**config.mk**
```make
export PLATFORM = sky130hd
export DESIGN_NAME = xfs_top
export DESIGN_NICKNAME = d
export VERILOG_FILES = /design/src/rtl/xfs_pkg.sv /design/src/rtl/xfs_seg_sel.sv /design/src/rtl/xfs_key_prot.sv /design/src/rtl/xfs_decide.sv /design/src/rtl/xfs_top.sv
export SDC_FILE = /design/constraint.sdc
export NUM_CORES = 1
export LEC_CHECK = 0
export BUFFER_PORTS_ARGS = -buffer_cell sky130_fd_sc_hd__buf_2
export CAP_MARGIN = 25
export CORE_AREA = 2 2 280 282
export CTS_CLUSTER_SIZE = 25
export DETAILED_ROUTE_END_ITERATION = 16
export DIE_AREA = 0 0 282 284
export HOLD_SLACK_MARGIN = 0.06
export PLACE_DENSITY = 0.34
export SYNTH_ARGS = -nofsm -noshare
export SYNTH_HDL_FRONTEND = slang
export SYNTH_SLANG_ARGS = --single-unit
```
**constraint.sdc**
```tcl
create_clock -name clk -period 3.9 [get_ports clk]
set_input_delay 0.585 -clock clk [delete_from_list [all_inputs] [get_ports clk]]
set_output_delay 0.585 -clock clk [all_outputs]
set_load 0.02 [all_outputs]
```
**src/rtl/xfs_pkg.sv**
```systemverilog
package xfs_pkg;
  localparam int PERM_W   = 3;
  localparam int P_RD     = 0;
  localparam int P_WR     = 1;
  localparam int P_EX     = 2;
  localparam int SEG_W    = 32;
  localparam int ST_W     = 32;

  // segment descriptor bit positions
  localparam int SEG_DS   = 31;
  localparam int SEG_KSUP = 30;
  localparam int SEG_KUSR = 29;
  localparam int SEG_NOX  = 28;
  localparam int BUS_HI   = 28;
  localparam int BUS_LO   = 20;
  localparam int FRC_HI   = 3;
  localparam logic [BUS_HI-BUS_LO:0] BUS_FORCED = 9'h07F;

  typedef enum logic [1:0] {
    ACC_FETCH = 2'd0,
    ACC_LOAD  = 2'd1,
    ACC_STORE = 2'd2,
    ACC_LOADX = 2'd3
  } acc_e;

  localparam logic [ST_W-1:0] ST_OK      = 32'h0000_0000;
  localparam logic [ST_W-1:0] ST_NOEXEC  = 32'h1000_0000;
  localparam logic [ST_W-1:0] ST_MISS    = 32'h4000_0000;
  localparam logic [ST_W-1:0] ST_MISS_ST = 32'h4200_0000;
  localparam logic [ST_W-1:0] ST_PROT    = 32'h0800_0000;
  localparam logic [ST_W-1:0] ST_PROT_ST = 32'h0A00_0000;
endpackage

```
**src/rtl/xfs_seg_sel.sv**
```systemverilog
module xfs_seg_sel #(
  parameter int NSEG  = 16,
  parameter int SW    = 32,
  localparam int IDXW = $clog2(NSEG)
) (
  input  logic [NSEG*SW-1:0] seg_file,
  input  logic [IDXW-1:0]    idx,
  output logic [SW-1:0]      seg_out
);
  logic [SW-1:0] words [NSEG];

  for (genvar g = 0; g < NSEG; g++) begin : g_unpack
    assign words[g] = seg_file[g*SW +: SW];
  end

  assign seg_out = words[idx];
endmodule

```
**src/rtl/xfs_key_prot.sv**
```systemverilog
module xfs_key_prot
  import xfs_pkg::*;
(
  input  logic              user_mode,
  input  logic              key_sup,
  input  logic              key_usr,
  input  logic              no_exec,
  input  logic [1:0]        pp,
  output logic              key,
  output logic [PERM_W-1:0] page_perm
);
  logic [PERM_W-1:0] rw;

  assign key = user_mode ? key_usr : key_sup;

  always_comb begin
    rw = '0;
    if (!key) begin
      rw[P_RD] = 1'b1;
      rw[P_WR] = (pp != 2'd3);
    end else begin
      unique case (pp)
        2'd0:    rw = '0;
        2'd2:    begin rw[P_RD] = 1'b1; rw[P_WR] = 1'b1; end
        default: rw[P_RD] = 1'b1;
      endcase
    end
    page_perm       = rw;
    page_perm[P_EX] = !no_exec;
  end
endmodule

```
**src/rtl/xfs_decide.sv**
```systemverilog
module xfs_decide
  import xfs_pkg::*;
#(
  parameter int AW        = 32,
  parameter int PAGE_BITS = 12,
  localparam int RPNW     = AW - PAGE_BITS
) (
  input  acc_e              acc,
  input  logic              user_mode,
  input  logic              ifetch_xlat_en,
  input  logic              data_xlat_en,
  input  logic              blk_hit,
  input  logic [PERM_W-1:0] blk_perm,
  input  logic [AW-1:0]     blk_pa,
  input  logic [AW-1:0]     ea,
  input  logic [SEG_W-1:0]  seg,
  input  logic              walk_found,
  input  logic [1:0]        walk_pp,
  input  logic [RPNW-1:0]   walk_rpn,
  output logic              d_grant,
  output logic [AW-1:0]     d_pa,
  output logic [PERM_W-1:0] d_perm,
  output logic              d_finstr,
  output logic              d_fdata,
  output logic [ST_W-1:0]   d_status
);
  logic              is_fetch, is_store, xlat_on, key;
  logic [PERM_W-1:0] need, page_perm;
  logic              unused_seg;

  assign unused_seg = ^seg[BUS_LO-1:FRC_HI+1];
  assign is_fetch   = (acc == ACC_FETCH);
  assign is_store   = (acc == ACC_STORE);
  assign xlat_on    = is_fetch ? ifetch_xlat_en : data_xlat_en;

  always_comb begin
    need = '0;
    if (is_fetch)      need[P_EX] = 1'b1;
    else if (is_store) need[P_WR] = 1'b1;
    else               need[P_RD] = 1'b1;
  end

  xfs_key_prot u_kp (
    .user_mode (user_mode),
    .key_sup   (seg[SEG_KSUP]),
    .key_usr   (seg[SEG_KUSR]),
    .no_exec   (seg[SEG_NOX]),
    .pp        (walk_pp),
    .key       (key),
    .page_perm (page_perm)
  );

  always_comb begin
    d_grant  = 1'b0;
    d_pa     = '0;
    d_perm   = '0;
    d_finstr = 1'b0;
    d_fdata  = 1'b0;
    d_status = ST_OK;
    if (!xlat_on) begin
      d_grant = 1'b1;
      d_pa    = ea;
      d_perm  = '1;
    end else if (blk_hit) begin
      if (|(need & ~blk_perm)) begin
        d_finstr = is_fetch;
        d_fdata  = !is_fetch;
        d_status = is_store ? ST_PROT_ST : ST_PROT;
      end else begin
        d_grant = 1'b1;
        d_pa    = blk_pa;
        d_perm  = blk_perm;
      end
    end else if (seg[SEG_DS]) begin
      if (seg[BUS_HI:BUS_LO] == BUS_FORCED) begin
        d_grant = 1'b1;
        d_pa    = {seg[FRC_HI:0], ea[AW-FRC_HI-2:0]};
        d_perm  = '1;
      end else if (is_fetch) begin
        d_finstr = 1'b1;
        d_status = ST_NOEXEC;
      end else if ((is_store && key) || (!is_store && !key)) begin
        d_fdata  = 1'b1;
        d_status = is_store ? ST_PROT_ST : ST_PROT;
      end else begin
        d_grant      = 1'b1;
        d_pa         = ea;
        d_perm[P_RD] = 1'b1;
        d_perm[P_WR] = 1'b1;
      end
    end else if (is_fetch && seg[SEG_NOX]) begin
      d_finstr = 1'b1;
      d_status = ST_NOEXEC;
    end else if (!walk_found) begin
      d_finstr = is_fetch;
      d_fdata  = !is_fetch;
      d_status = is_store ? ST_MISS_ST : ST_MISS;
    end else if (|(need & ~page_perm)) begin
      d_finstr = is_fetch;
      d_fdata  = !is_fetch;
      d_status = is_store ? ST_PROT_ST : ST_PROT;
    end else begin
      d_grant = 1'b1;
      d_pa    = {walk_rpn, ea[PAGE_BITS-1:0]};
      d_perm  = page_perm;
    end
  end
endmodule

```
**src/rtl/xfs_top.sv**
```systemverilog
module xfs_top
  import xfs_pkg::*;
#(
  parameter int AW        = 32,
  parameter int PAGE_BITS = 12,
  parameter int NSEG      = 16,
  localparam int RPNW     = AW - PAGE_BITS,
  localparam int IDXW     = $clog2(NSEG)
) (
  input  logic                  clk,
  input  logic                  rst,
  input  logic                  req_valid,
  output logic                  req_ready,
  input  logic [1:0]            acc_kind,
  input  logic                  user_mode,
  input  logic                  ifetch_xlat_en,
  input  logic                  data_xlat_en,
  input  logic                  blk_hit,
  input  logic [PERM_W-1:0]     blk_perm,
  input  logic [AW-1:0]         blk_pa,
  input  logic [AW-1:0]         eff_addr,
  input  logic [NSEG*SEG_W-1:0] seg_file,
  input  logic                  walk_found,
  input  logic [1:0]            walk_pp,
  input  logic [RPNW-1:0]       walk_rpn,
  output logic                  resp_valid,
  input  logic                  resp_ack,
  output logic                  grant,
  output logic [AW-1:0]         phys_addr,
  output logic [PERM_W-1:0]     perm,
  output logic                  fault_instr,
  output logic                  fault_data,
  output logic [ST_W-1:0]       status,
  output logic [AW-1:0]         fault_addr
);
  logic [SEG_W-1:0]  seg_cur;
  logic              d_grant, d_finstr, d_fdata;
  logic [AW-1:0]     d_pa;
  logic [PERM_W-1:0] d_perm;
  logic [ST_W-1:0]   d_status;
  logic              accept;

  assign req_ready = !resp_valid;
  assign accept    = req_valid && req_ready;

  xfs_seg_sel #(.NSEG(NSEG), .SW(SEG_W)) u_sel (
    .seg_file (seg_file),
    .idx      (eff_addr[AW-1 -: IDXW]),
    .seg_out  (seg_cur)
  );

  xfs_decide #(.AW(AW), .PAGE_BITS(PAGE_BITS)) u_dec (
    .acc            (acc_e'(acc_kind)),
    .user_mode      (user_mode),
    .ifetch_xlat_en (ifetch_xlat_en),
    .data_xlat_en   (data_xlat_en),
    .blk_hit        (blk_hit),
    .blk_perm       (blk_perm),
    .blk_pa         (blk_pa),
    .ea             (eff_addr),
    .seg            (seg_cur),
    .walk_found     (walk_found),
    .walk_pp        (walk_pp),
    .walk_rpn       (walk_rpn),
    .d_grant        (d_grant),
    .d_pa           (d_pa),
    .d_perm         (d_perm),
    .d_finstr       (d_finstr),
    .d_fdata        (d_fdata),
    .d_status       (d_status)
  );

  always_ff @(posedge clk) begin
    if (rst) begin
      resp_valid  <= 1'b0;
      grant       <= 1'b0;
      phys_addr   <= '0;
      perm        <= '0;
      fault_instr <= 1'b0;
      fault_data  <= 1'b0;
      status      <= '0;
      fault_addr  <= '0;
    end else if (accept) begin
      resp_valid  <= 1'b1;
      grant       <= d_grant;
      phys_addr   <= d_pa;
      perm        <= d_perm;
      fault_instr <= d_finstr;
      fault_data  <= d_fdata;
      status      <= d_status;
      if (d_fdata) fault_addr <= eff_addr;
    end else if (resp_ack) begin
      resp_valid  <= 1'b0;
    end
  end


  hold_stable_chk: assert property (@(posedge clk) disable iff (rst)
    (resp_valid && !resp_ack) |=> (resp_valid && $stable(phys_addr) &&
      $stable(status) && $stable(perm) && $stable(grant) && $stable(fault_addr)));


  one_outcome_chk: assert property (@(posedge clk) disable iff (rst)
    resp_valid |-> ($onehot0({grant, fault_instr, fault_data}) &&
                    (grant || fault_instr || fault_data)));


  fetch_side_chk: assert property (@(posedge clk) disable iff (rst)
    (accept && acc_kind == 2'd0) |=> !fault_data);


  fault_addr_chk: assert property (@(posedge clk) disable iff (rst)
    accept |=> (!fault_data || fault_addr == $past(eff_addr)));


  real_mode_chk: assert property (@(posedge clk) disable iff (rst)
    (accept && ((acc_kind == 2'd0) ? !ifetch_xlat_en : !data_xlat_en))
      |=> (grant && perm == 3'b111 && phys_addr == $past(eff_addr)));


  nx_fetch_chk: assert property (@(posedge clk) disable iff (rst)
    (accept && acc_kind == 2'd0 && ifetch_xlat_en && !blk_hit &&
     !seg_cur[SEG_DS] && seg_cur[SEG_NOX])
      |=> (fault_instr && status == ST_NOEXEC));
endmodule

```
# After elaboration in Yosys (flattened, before gate mapping)

Index checks and enable logic that the tools add are counted.
W data, S select, Z words.

Memories kept: 0
Register bits after elaboration: 103
Logic and storage cells: 109
RAM bits: 0
Bits of input ports: 612
Output and inout port bits: 104
Bits in latches: 0
ROM bits: 0

Bitwise gates (word level): 5
Divide/modulo/power cells: 0
Shift-type cells: 0
$mul: 0
Reductions and logical operators: 16
Equality and inequality tests: 4
Add/subtract/negate cells: 0
$lt $le $gt $ge: 1
Muxes and demuxes: 75

Operators by type and width:

| kind                 | number |
|---|---|
| $mux W32             | 22 |
| $bmux W32 S4         | 1 |
| $mux W26             | 2 |
| $mux W1              | 38 |
| $mux W3              | 7 |
| $mux W2              | 5 |
| $eq A9 B7 Y1 const B | 1 |
| $and A3 B3 Y3        | 2 |
| $not A3 Y3           | 2 |
| $reduce_or A3 Y1     | 2 |
| $ge A5 B5 Y1 const B | 1 |
| $logic_not A1 Y1     | 5 |
| $not A4 Y5           | 1 |
| $eq A2 B2 Y1 const B | 2 |
| $logic_and A1 B1 Y1  | 4 |
| $logic_not A2 Y1     | 2 |
| $ne A2 B2 Y1 const B | 1 |
| $reduce_and A2 Y1    | 1 |
| $reduce_bool A2 Y1   | 1 |
| $logic_or A1 B1 Y1   | 1 |

# Logic depth before layout (Yosys ltp)

Gate-level depths: netlist of the first run.

Depth in word-level cells: 16
Depth in mapped cells: 15
Depth with buffers taken out: 10

# Modules after synthesis

A second synthesis of the first run with hierarchy kept.

Cells, all modules: 890
Area total of the unflattened synthesis: 8540.7 µm²

By module, submodules not included:

| module       | area an instance (µm²) | seq. area each (µm²) | cells each | instances |
|---|---|---|---|---|
| xfs_seg_sel  | 3728.6                 | 0.0                  | 271        | 1 |
| xfs_top      | 3589.7                 | 2062.0               | 449        | 1 |
| xfs_decide   | 1186.1                 | 0.0                  | 165        | 1 |
| xfs_key_prot | 36.3                   | 0.0                  | 5          | 1 |

# Worst setup path after synthesis of the first run

No wires, ideal clock.

Path type: input port to flip-flop
From: input port eff_addr[29]
To: register phys_addr[18]
Required time: 3771 ps
Arrival time: 2984 ps
Stages: 14
Library setup time: 129 ps
Setup slack: 787 ps
Buffers on the path: 4
Path through: buf_6 > buf_6 > buf_4 > mux2i_1 > a22oi_1 > nand3_1 > nand2_1 > or3_1 > ha_1 > nand2_1 > a21oi_1 > buf_2 > o311ai_1 > nand3_1

Cells in the longest elaborated chain, start to end: 15
Elaborated cells between the ends (all ways): 25
Classes of those cells: eq/ne: 1; mux: 14; bitwise: 3; reduce/logical: 7

Ends and longest elaborated chain:

| what                                          | RTL line           | source |
|---|---|---|
| start, declared                               | xfs_top.sv:21      | `input logic [AW-1:0] eff_addr,` |
| $not A4 Y5 (implied by the code) *            | xfs_seg_sel.sv:16  | `assign seg_out = words[idx];` |
| $bmux W32 S4 *                                | xfs_seg_sel.sv:16  |  |
| $mux W32 (implied by the code) * (2 in a row) | xfs_seg_sel.sv:16  |  |
| $mux W1                                       | xfs_key_prot.sv:14 | `assign key = user_mode ? key_usr : key_sup;` |
| $mux W2                                       | xfs_key_prot.sv:18 | `if (!key) begin` |
| $not A3 Y3                                    | xfs_decide.sv:98   | `end else if (\|(need & ~page_perm)) begin` |
| $and A3 B3 Y3                                 | xfs_decide.sv:98   |  |
| $reduce_or A3 Y1                              | xfs_decide.sv:98   |  |
| $mux W32                                      | xfs_decide.sv:98   |  |
| $mux W32                                      | xfs_decide.sv:94   | `end else if (!walk_found) begin` |
| $mux W32                                      | xfs_decide.sv:91   | `end else if (is_fetch && seg[SEG_NOX]) begin` |
| $mux W32 *                                    | xfs_decide.sv:74   | `end else if (seg[SEG_DS]) begin` |
| $mux W32 *                                    | xfs_decide.sv:64   | `end else if (blk_hit) begin` |
| $mux W32 *                                    | xfs_decide.sv:60   | `if (!xlat_on) begin` |
| end signal, assigned                          | xfs_top.sv:86      | `phys_addr <= d_pa;` |
| end, declared                                 | xfs_top.sv:29      | `output logic [AW-1:0] phys_addr,` |

Every way passes the cells marked *; elsewhere a longest branch is shown, timed or not. The select of a mux whose other input is x is not followed.
A chain may end at the register's enable or synchronous reset.

# Worst setup path after layout of the first run

From: input port eff_addr[29]
To: register phys_addr[3]

Same word-level chain as after synthesis.

==> flow_summary.json, run 1 <==
{
  "yosys.area_share.simple": 0.237,
  "core-area_mm2": 0.0770,
  "endpoint": "phys_addr[3]",
  "slowest_stage": "o311ai_0",
  "vdd_drop_max_mv": 0.215,
  "tritoncts": "done",
  "reg2reg_from": "resp_valid",
  "vias": 7328,
  "synth_edf_count": 0,
  "setup_viol": 0,
  "vias_per_cell": 3.34,
  "yosysWarnings": 0,
  "relSlewSlack": 0.492,
  "grt_pass1_wl_um": 58100,
  "finalPower_mw": 2.64,
  "synth_cell_types": 60,
  "finalInstanceArea_mm2": 0.00958,
  "max_freq_mhz": 280,
  "synth_top_family_by_area": "simple AND/OR/NAND/NOR gates",
  "synth.most_common_cell": "nand2_1",
  "critPathMaxStageDelay_ps": 510,
  "syn_area_mm2": 0.00574,
  "overflow": 0,
  "cap_viol_max_count": 0,
  "crit_top_cell": "buf_4",
  "skew_ps": 13.8,
  "r2r_end": "fault_addr[19]",
  "synth.avg_cell_area_um2": 8.18,
  "worst-path-max-fanout": 12,
  "final_hold_viol_count": 0,
  "slew_violations": 0,
  "drt_pre_antenna_iters": 6,
  "placed_cell_area_mm2": 0.00925,
  "cts_sinks": 75,
  "yosys.area.top_type": "dfxtp_1",
  "root_buffer": "clkbuf_16",
  "drc_errors": 0,
  "grt_usage": 0.105,
  "dp_slack_ps": -242,
  "yosysSeqAreaShare": 0.261,
  "tightest_slew_ps": 763,
  "final-seq-area_mm2": 0.00150,
  "setup_slack_ps": 324,
  "synth_top_cell_area_share": 0.261,
  "synth_compound_area_frac": 0.191,
  "dp_hpwl_um": 36100,
  "wire_per_inst_um": 19.5,
  "powerDensity_mw_per_mm2": 275,
  "worstSetupStartpoint": "eff_addr[29]",
  "synth.mux.area_fraction": 0.205,
  "syn_inst": 702,
  "port_buffers": 431,
  "rows": 102,
  "critical_path_class": "in2reg",
  "finalWirelength_um": 42800,
  "die-area_mm2": 0.0801,
  "clock_path_buffers": 2,
  "grt_pass1_vias": 7620,
  "cts_setup_buffers": 0,
  "grt_max_degree": 59,
  "first_iter_violations": 315,
  "hold_path_class": "in2reg",
  "multi_input_area_mm2": 0.00379,
  "numCtsBuffers": 9,
  "synth_seq_cells": 75,
  "syn_to_final_growth_pct": 66.7,
  "period_minus_slack_ps": 3580,
  "antenna_found_initial": 29,
  "synthAdderAreaFrac": 0.00218,
  "finalCritPeriodShare": 0.917,
  "n_fill_cell": 8934,
  "cp-end-kind": "flip-flop",
  "reg2reg_depth": 6,
  "postRouteAntennaNets": 0,
  "synth-xor-area-share": 0,
  "synthFlopType": "dfxtp_1",
  "async_flop_share": 0,
  "start_util": 0.0746,
  "cts.clk_slew.worst_paths_ps": 70,
  "postCtsHoldBufs": 0,
  "clock_latency_ps": 380,
  "synthTopCellsByCount": "nand2_1, dfxtp_1, mux2i_1, a21oi_1, buf_4",
  "worstPathCellList": "buf_4, buf_4, mux2i_1, buf_4, a21oi_1, nand3_1, nand2_1, or3_1, ha_1, nand2_1, a21boi_4, o311ai_0, buf_4, a21oi_1",
  "cp.required_ps": 4130,
  "leakage_nw": 4.32,
  "rrSetupSlack_ps": 1600,
  "nets": 1749,
  "synth_area_leaders": "dfxtp_1, mux4_2, nand2_1",
  "drive_gt1_frac": 0.479,
  "die_height_um": 284,
  "cts_resized": 0,
  "io_pins": 716,
  "routabilityCongestion": 0.895,
  "start_kind": "input pin",
  "postLayoutCoreUtil": 0.124,
  "timing.critical_path.arrival_ps": 3800,
  "ctsHtreeMaxLevel": 3,
  "status": "finished clean",
  "rsz0062_at_grt": "false",
  "die_w_um": 282
}
[state kept, by name, indices dropped and copies added (netlist names)]
| name | cells |
|---|---|
| resp_valid | 1 |
| fault_instr | 1 |
| phys_addr | 32 |
| fault_addr | 32 |
| fault_data | 1 |
| status | 4 |
| grant | 1 |
| perm | 3 |
[where the power goes]
group | switching [mW] | internal, mW
combinational | 0.530 | 0.363
sequential | 0.0244 | 0.814
clock | 0.448 | 0.456
[metal layers]
| metal | track usage | up-vias | share of wire |
|---|---|---|---|
| met5 | 0 | - | 0.0032 |
| met4 | 0.0351 | 20 | 0.026 |
| met3 | 0.0304 | 60 | 0.076 |
| met2 | 0.179 | 362 | 0.48 |
| met1 | 0.125 | 3430 | 0.41 |
| li1 | - | 3456 | - |
[logic make-up after synthesis]
family / count (synthesis)
compound gates: 154
fa+ha+maj: 1
buf+inv: 105
flops: 75
mux: 81
other cells: 1
simple gates: 285
[cell type report]
class,instances,share of cell area
inverters,19,0.00745
clock buffers,10,0.0250
clock inverters,6,0.00509
repair buffers,482,0.271
diodes,15,0.00392
multi-input cells,549,0.395
flip-flops and latches,75,0.157
well taps,1040,0.136
[layout by cell type, fill, tap and decap left out, types with 3 or more instances in the layout]
cell / Yosys / routed
o21ai_0: 23 / 23
diode_2: 0 / 15
conb_1: 1 / 28
nor4_1: 7 / 7
dfxtp_1: 75 / 75
a21oi_1: 36 / 34
o311ai_0: 12 / 12
a311oi_1: 3 / 3
nor3_1: 15 / 14
nand2_1: 149 / 149
nand4_1: 18 / 18
nor2_1: 22 / 21
o311ai_1: 16 / 16
a31oi_1: 3 / 3
mux4_2: 29 / 29
buf_12: 0 / 4
mux2i_1: 51 / 50
clkbuf_16: 0 / 9
buf_2: 9 / 430
buf_4: 35 / 48
a22oi_1: 16 / 16
nor2b_1: 9 / 8
nand4b_1: 16 / 16
a211oi_1: 21 / 21
clkinvlp_4: 0 / 3
inv_1: 18 / 17
nand3_1: 24 / 24
nand2b_1: 9 / 9
o211ai_1: 3 / 3
or4_1: 3 / 3
[metrics by stage]
step | setup TNS (ps) | instances | hold slack, ps
floorplan | 0 | 729 | 530
global placement | -1290 | 2165 | 434
detailed placement | -1790 | 2165 | 439
CTS | 0 | 2181 | 352
global route | 0 | 2189 | 366
finish | 0 | 2196 | 392
[how the worst min path moves through the flow]
stage / to / start / cells after the start
after floorplan: status[28] / status[28] / 2
after global placement: phys_addr[21] / phys_addr[21] / 2
after detailed placement: phys_addr[27] / phys_addr[27] / 2
after CTS: resp_valid / resp_ack / 2
after global routing: resp_valid / resp_ack / 2
final: resp_valid / resp_ack / 2
[worst max-delay path: cells and delay by family]
| family | cells | cell delay (ps) |
|---|---|---|
| mux | 1 | 330 |
| fa+ha+maj | 1 | 320 |
| simple gates | 4 | 870 |
| compound gates | 4 | 800 |
| buf+inv | 4 | 870 |
Power figures use the tool's default switching activity.
==> run 2: changes to the inputs <==
Settings changed: CORE_AREA 2 2 280 282 to 2 2 277 279, DIE_AREA 0 0 282 284 to 0 0 279 281, PLACE_DENSITY 0.34 to 0.36.
Clock period 3.9 ns to 3.2 ns, I/O delays scaled along.
==> flow_summary.json, run 2 (same netlist as run 1, synthesis figures left out) <==
{
  "numCtsBuffers": 9,
  "setup_slack_ps": 216,
  "max_freq_mhz": 335,
  "ctsHtreeMaxLevel": 3,
  "port_buffers": 431,
  "routabilityCongestion": 0.906,
  "dp_slack_ps": -519,
  "gr-usage-met1": 0.121,
  "first_iter_violations": 341,
  "busiest_layer": "met2",
  "cp.required_ps": 3530,
  "powerDensity_mw_per_mm2": 327,
  "vdd_drop_max_mv": 0.283,
  "tritoncts": "done",
  "grt_pass1_vias": 7513,
  "nets": 1766,
  "root_buffer": "clkbuf_16",
  "skew_ps": 11.5,
  "start_util": 0.0761,
  "cts.clk_slew.worst_paths_ps": 70,
  "overflow": 0,
  "period_minus_slack_ps": 2980,
  "status": "finished clean",
  "clock_latency_ps": 380,
  "timing.critical_path.arrival_ps": 3310,
  "grt_pass1_wl_um": 56200,
  "io_pins": 716,
  "core-area_mm2": 0.0754,
  "grt_usage": 0.105,
  "met2_usage": 0.180,
  "postRouteAntennaNets": 0,
  "relSlewSlack": 0.523,
  "setup_viol": 0,
  "syn_to_final_growth_pct": 68.3,
  "postCtsHoldBufs": 0,
  "tns_ps": 0,
  "drc_errors": 0,
  "layout_commonest_cell": "buf_2",
  "die_w_um": 279,
  "die_height_um": 281,
  "clock_path_buffers": 2,
  "rows": 101,
  "critical_path_class": "in2reg",
  "worst-path-max-fanout": 4,
  "vias_per_cell": 3.45,
  "start_kind": "input pin",
  "cap_viol_max_count": 0,
  "cts_sinks": 75,
  "drive_gt1_frac": 0.488,
  "mostFrequentLayoutCells": "buf_2, nand2_1, dfxtp_1, buf_4, mux2i_1",
  "finalCritPeriodShare": 0.932,
  "die-area_mm2": 0.0784,
  "hold_path_class": "in2reg",
  "cp-end-kind": "flip-flop",
  "finalWirelength_um": 42200,
  "vias": 7398,
  "grt_max_degree": 37,
  "final_cells": 2147,
  "wire_per_inst_um": 19.6,
  "rsz0062_at_grt": "false",
  "dp_hpwl_um": 36100,
  "reg_top3": "fault_addr (32), phys_addr (32), status (4)",
  "antenna_found_initial": 33,
  "grt_use_met3": 0.0298,
  "drt_pre_antenna_iters": 5,
  "slew_violations": 0,
  "post-place-cells": 2118,
  "tightest_slew_ps": 707,
  "final_hold_viol_count": 0,
  "leakage_nw": 4.42
}
run 2: cell count changes in the layout (fill, tap and decap cells not counted), moves of 3 or more:
cell,delta
buf_4,+10
buf_12,+3
clkinv_2,+3
buf_6,+3
diode_2,-3
run 2: final timing paths:
path | from | endpoint | slack (ps) | cells after the start
worst min-delay path | resp_ack | resp_valid | 290 | 2
worst max-delay path | eff_addr[30] | status[27] | 220 | 13
worst min register to register | phys_addr[13] | phys_addr[13] | 450 | 2
worst max register to register | resp_valid | fault_addr[3] | 1090 | 6
run 2: repair_timing:
action                     in CTS  in global routing
pin swaps                       0                  1
buffers inserted                0                  1
resized for setup               1                  6
setup endpoints to repair       1                 23
run 2: power breakdown:
group | leakage (nW) | switching (mW) | internal [mW]
registers | 0.612 | 0.0297 | 0.993
logic | 3.68 | 0.647 | 0.470
clock network | 0.128 | 0.503 | 0.519
total | 4.42 | 1.18 | 1.98
run 2: layout make-up:
type	instances	area (um2)
Fill cell	8726	65800
Antenna cell	12	30.0
Sequential cell	75	1500
Clock inverter	5	31.3
Multi-Input combinational cell	549	3800
Tap cell	978	1220
Timing Repair Buffer	499	2780
Inverter	19	71.3
Clock buffer	10	229
run 2: metrics by stage:
| stage | util | instance area (um2) | total power, mW | hold WS (ps) |
|---|---|---|---|---|
| floorplan | - | 5850 | 1.59 | 530 |
| detailed placement | 0.124 | 9330 | 2.18 | 438 |
| global placement | 0.124 | 9330 | 2.17 | 440 |
| finish | 0.128 | 9670 | 3.16 | 292 |
| CTS | 0.127 | 9590 | 3.27 | 254 |
| global route | 0.128 | 9650 | 3.37 | 268 |
run 2: worst max-delay path: stages:
cell	delay [ps]
buf_2	150
nor2b_1	340
a22oi_1	260
nand3_1	150
nand2_1	100
or3_1	430
ha_1	330
nor3_1	200
nand2_1	100
buf_4	140
a2111oi_2	370
buf_4	180
a31o_2	80
run 2: per-layer routing:
layer / part of all wire / wire length, um / vias to the layer above
met5: 0.0022 / 92 / -
met4: 0.037 / 1540 / 16
met3: 0.083 / 3480 / 60
met2: 0.48 / 20200 / 402
met1: 0.40 / 16800 / 3444
li1: - / - / 3476
==> run 3: changes to the inputs <==
Settings changed: ABC_AREA from default to 1, CORE_AREA 2 2 277 279 to 2 2 282 284, CTS_CLUSTER_SIZE 25 to default, DIE_AREA 0 0 279 281 to 0 0 284 286.
==> flow_summary.json, run 3 <==
{
  "routabilityCongestion": 0.775,
  "root_buffer": "clkbuf_16",
  "yosysWarnings": 0,
  "power_frac_seq": 0.294,
  "grt_pass1_wl_um": 58200,
  "drc_errors": 0,
  "max_freq_mhz": 361,
  "powerDensity_mw_per_mm2": 344,
  "finalCritPeriodShare": 0.866,
  "grt_usage": 0.0987,
  "post-place-cells": 2502,
  "yosysSeqAreaShare": 0.243,
  "slew_violations": 0,
  "syn_to_final_growth_pct": 62.4,
  "drt_pre_antenna_iters": 6,
  "syn_inst": 1036,
  "clock_path_buffers": 2,
  "cap_viol_max_count": 0,
  "status": "finished clean",
  "switching_power_mw": 1.27,
  "port_buffers": 431,
  "postRouteAntennaNets": 0,
  "tritoncts": "done",
  "whs_ps": 378,
  "synth_area_leaders": "dfxtp_1, nand2_1, nand3_1",
  "drive_gt1_frac": 0.382,
  "cp.required_ps": 3510,
  "vdd_drop_max_mv": 0.195,
  "finalInstanceArea_mm2": 0.0100,
  "final_hold_viol_count": 0,
  "clock_latency_ps": 370,
  "period_minus_slack_ps": 2770,
  "synth.avg_cell_area_um2": 5.97,
  "io_pins": 716,
  "start_kind": "input pin",
  "first_iter_violations": 318,
  "nets": 2076,
  "skew_ps": 8.64,
  "grt_pass1_vias": 8518,
  "antenna_found_initial": 18,
  "p_sw_frac": 0.367,
  "worst-path-max-fanout": 12,
  "overflow": 0,
  "cts_sinks": 75,
  "placed_cell_area_mm2": 0.00969,
  "vias_per_cell": 3.33,
  "p_comb_frac": 0.359,
  "mostFrequentLayoutCells": "buf_2, nand2_1, nand3_1, a21oi_1, dfxtp_1",
  "setup_slack_ps": 429,
  "wire_per_inst_um": 16.2,
  "vias": 8409,
  "hold_path_class": "in2reg",
  "timing.critical_path.arrival_ps": 3080,
  "die-area_mm2": 0.0812,
  "numCtsBuffers": 9,
  "synth_edf_count": 0,
  "synth_top_cell_area_share": 0.243,
  "finalWirelength_um": 40900,
  "reg2reg_depth": 11,
  "reg_top3": "fault_addr (32), phys_addr (32), status (4)",
  "die_w_um": 284,
  "p_clk_frac": 0.347,
  "cts_resized": 0,
  "synthTopCellsByCount": "nand2_1, nand3_1, a21oi_1, dfxtp_1, nor2_1",
  "dp_slack_ps": -54.1,
  "rsz0062_at_grt": "false",
  "hold_depth": 3,
  "postCtsHoldBufs": 0,
  "synth_cell_types": 37,
  "die_height_um": 286,
  "layout_commonest_cell": "buf_2",
  "cp-end-kind": "flip-flop",
  "cts_setup_buffers": 0,
  "async_flop_share": 0,
  "final_cells": 2522,
  "core-area_mm2": 0.0784,
  "start_util": 0.0789,
  "ctsHtreeMaxLevel": 3,
  "dp_hpwl_um": 34100,
  "synthFlopType": "dfxtp_1",
  "setup_viol": 0,
  "synth_seq_cells": 75,
  "critical_path_class": "in2reg",
  "cts.clk_slew.worst_paths_ps": 60,
  "synth.most_common_cell": "nand2_1",
  "internal-power_mw": 2.19,
  "syn_area_mm2": 0.00618,
  "leakage_nw": 4.78,
  "rows": 103,
  "grt_max_degree": 59,
  "yosys.area.top_type": "dfxtp_1"
}
run 3: changes by cell type in the layout (fill, tap and decap cells not counted), sizes merged, moves of 16 or more:
cell | previous run | this run
o21ai | 23 | 50
nand3 | 24 | 158
nand4b | 16 | 0
nor2 | 23 | 72
a211oi | 23 | 0
inv | 19 | 51
o311ai | 28 | 0
nand2 | 149 | 344
mux4 | 29 | 0
mux2i | 51 | 0
a21oi | 37 | 108
run 3: worst paths after layout:
path,from,end,slack (ps)
worst min-delay path,eff_addr[3],phys_addr[3],380
worst min register to register,fault_addr[4],fault_addr[4],460
worst max-delay path,eff_addr[28],phys_addr[7],430
worst max register to register,resp_valid,fault_addr[31],940
run 3: critical path, cell delays in order:
cell and delay [ps]:
buf_4 150, buf_12 150, nand2_1 60, nand3_1 70, nand3_1 230, nand2_1 80, nand2_1 80, nand3_1 110
and2_1 200, ha_1 360, nand2_1 160, nand2_4 130, nand2_2 60, nand2_1 90, nand2_2 80, nand2_2 290
nand3_2 120, a21oi_1 130
run 3: layer usage:
metal | track usage | up-vias | routed length (um)
met5 | 0 | - | 33
met4 | 0.0222 | 6 | 575
met3 | 0.0247 | 36 | 2680
met2 | 0.163 | 368 | 18600
met1 | 0.129 | 3747 | 19000
li1 | - | 4252 | -
run 3: cell type report:
cell class	instances	area (um2)
fill	9376	68300
multi-input combinational	834	3960
timing repair buffer	489	2710
sequential	75	1500
tap	1050	1310
clock buffer	11	253
inverter	54	209
clock inverter	5	83.8
antenna	4	10.0
run 3: through the flow:
step	TNS [ps]	total power [mW]	util
floorplan	0	1.70	-
global placement	-530	2.32	0.124
detailed placement	-451	2.32	0.124
CTS	0	3.57	0.128
global route	0	3.71	0.128
finish	0	3.46	0.128
run 3: cells by family (layout without fill, tap and decap cells):
logic type      after synthesis  after routing  share of synthesized area
fa+ha+maj                     1              1                    0.00202
flops                        75             75                      0.243
other cells                   1             32                   0.000607
simple gates                620            620                      0.454
compound gates              185            185                      0.166
buf+inv                     154            559                      0.134
run 3: power groups by stage:
stage	registers, mW	logic [mW]	clock network (mW)
6_report	1.02	1.24	1.20
4_1_cts	1.02	1.28	1.28
2_1_floorplan	1.10	0.598	0
3_5_place_dp	1.04	1.28	0
3_3_place_gp	1.04	1.28	0
5_1_grt	1.02	1.39	1.29
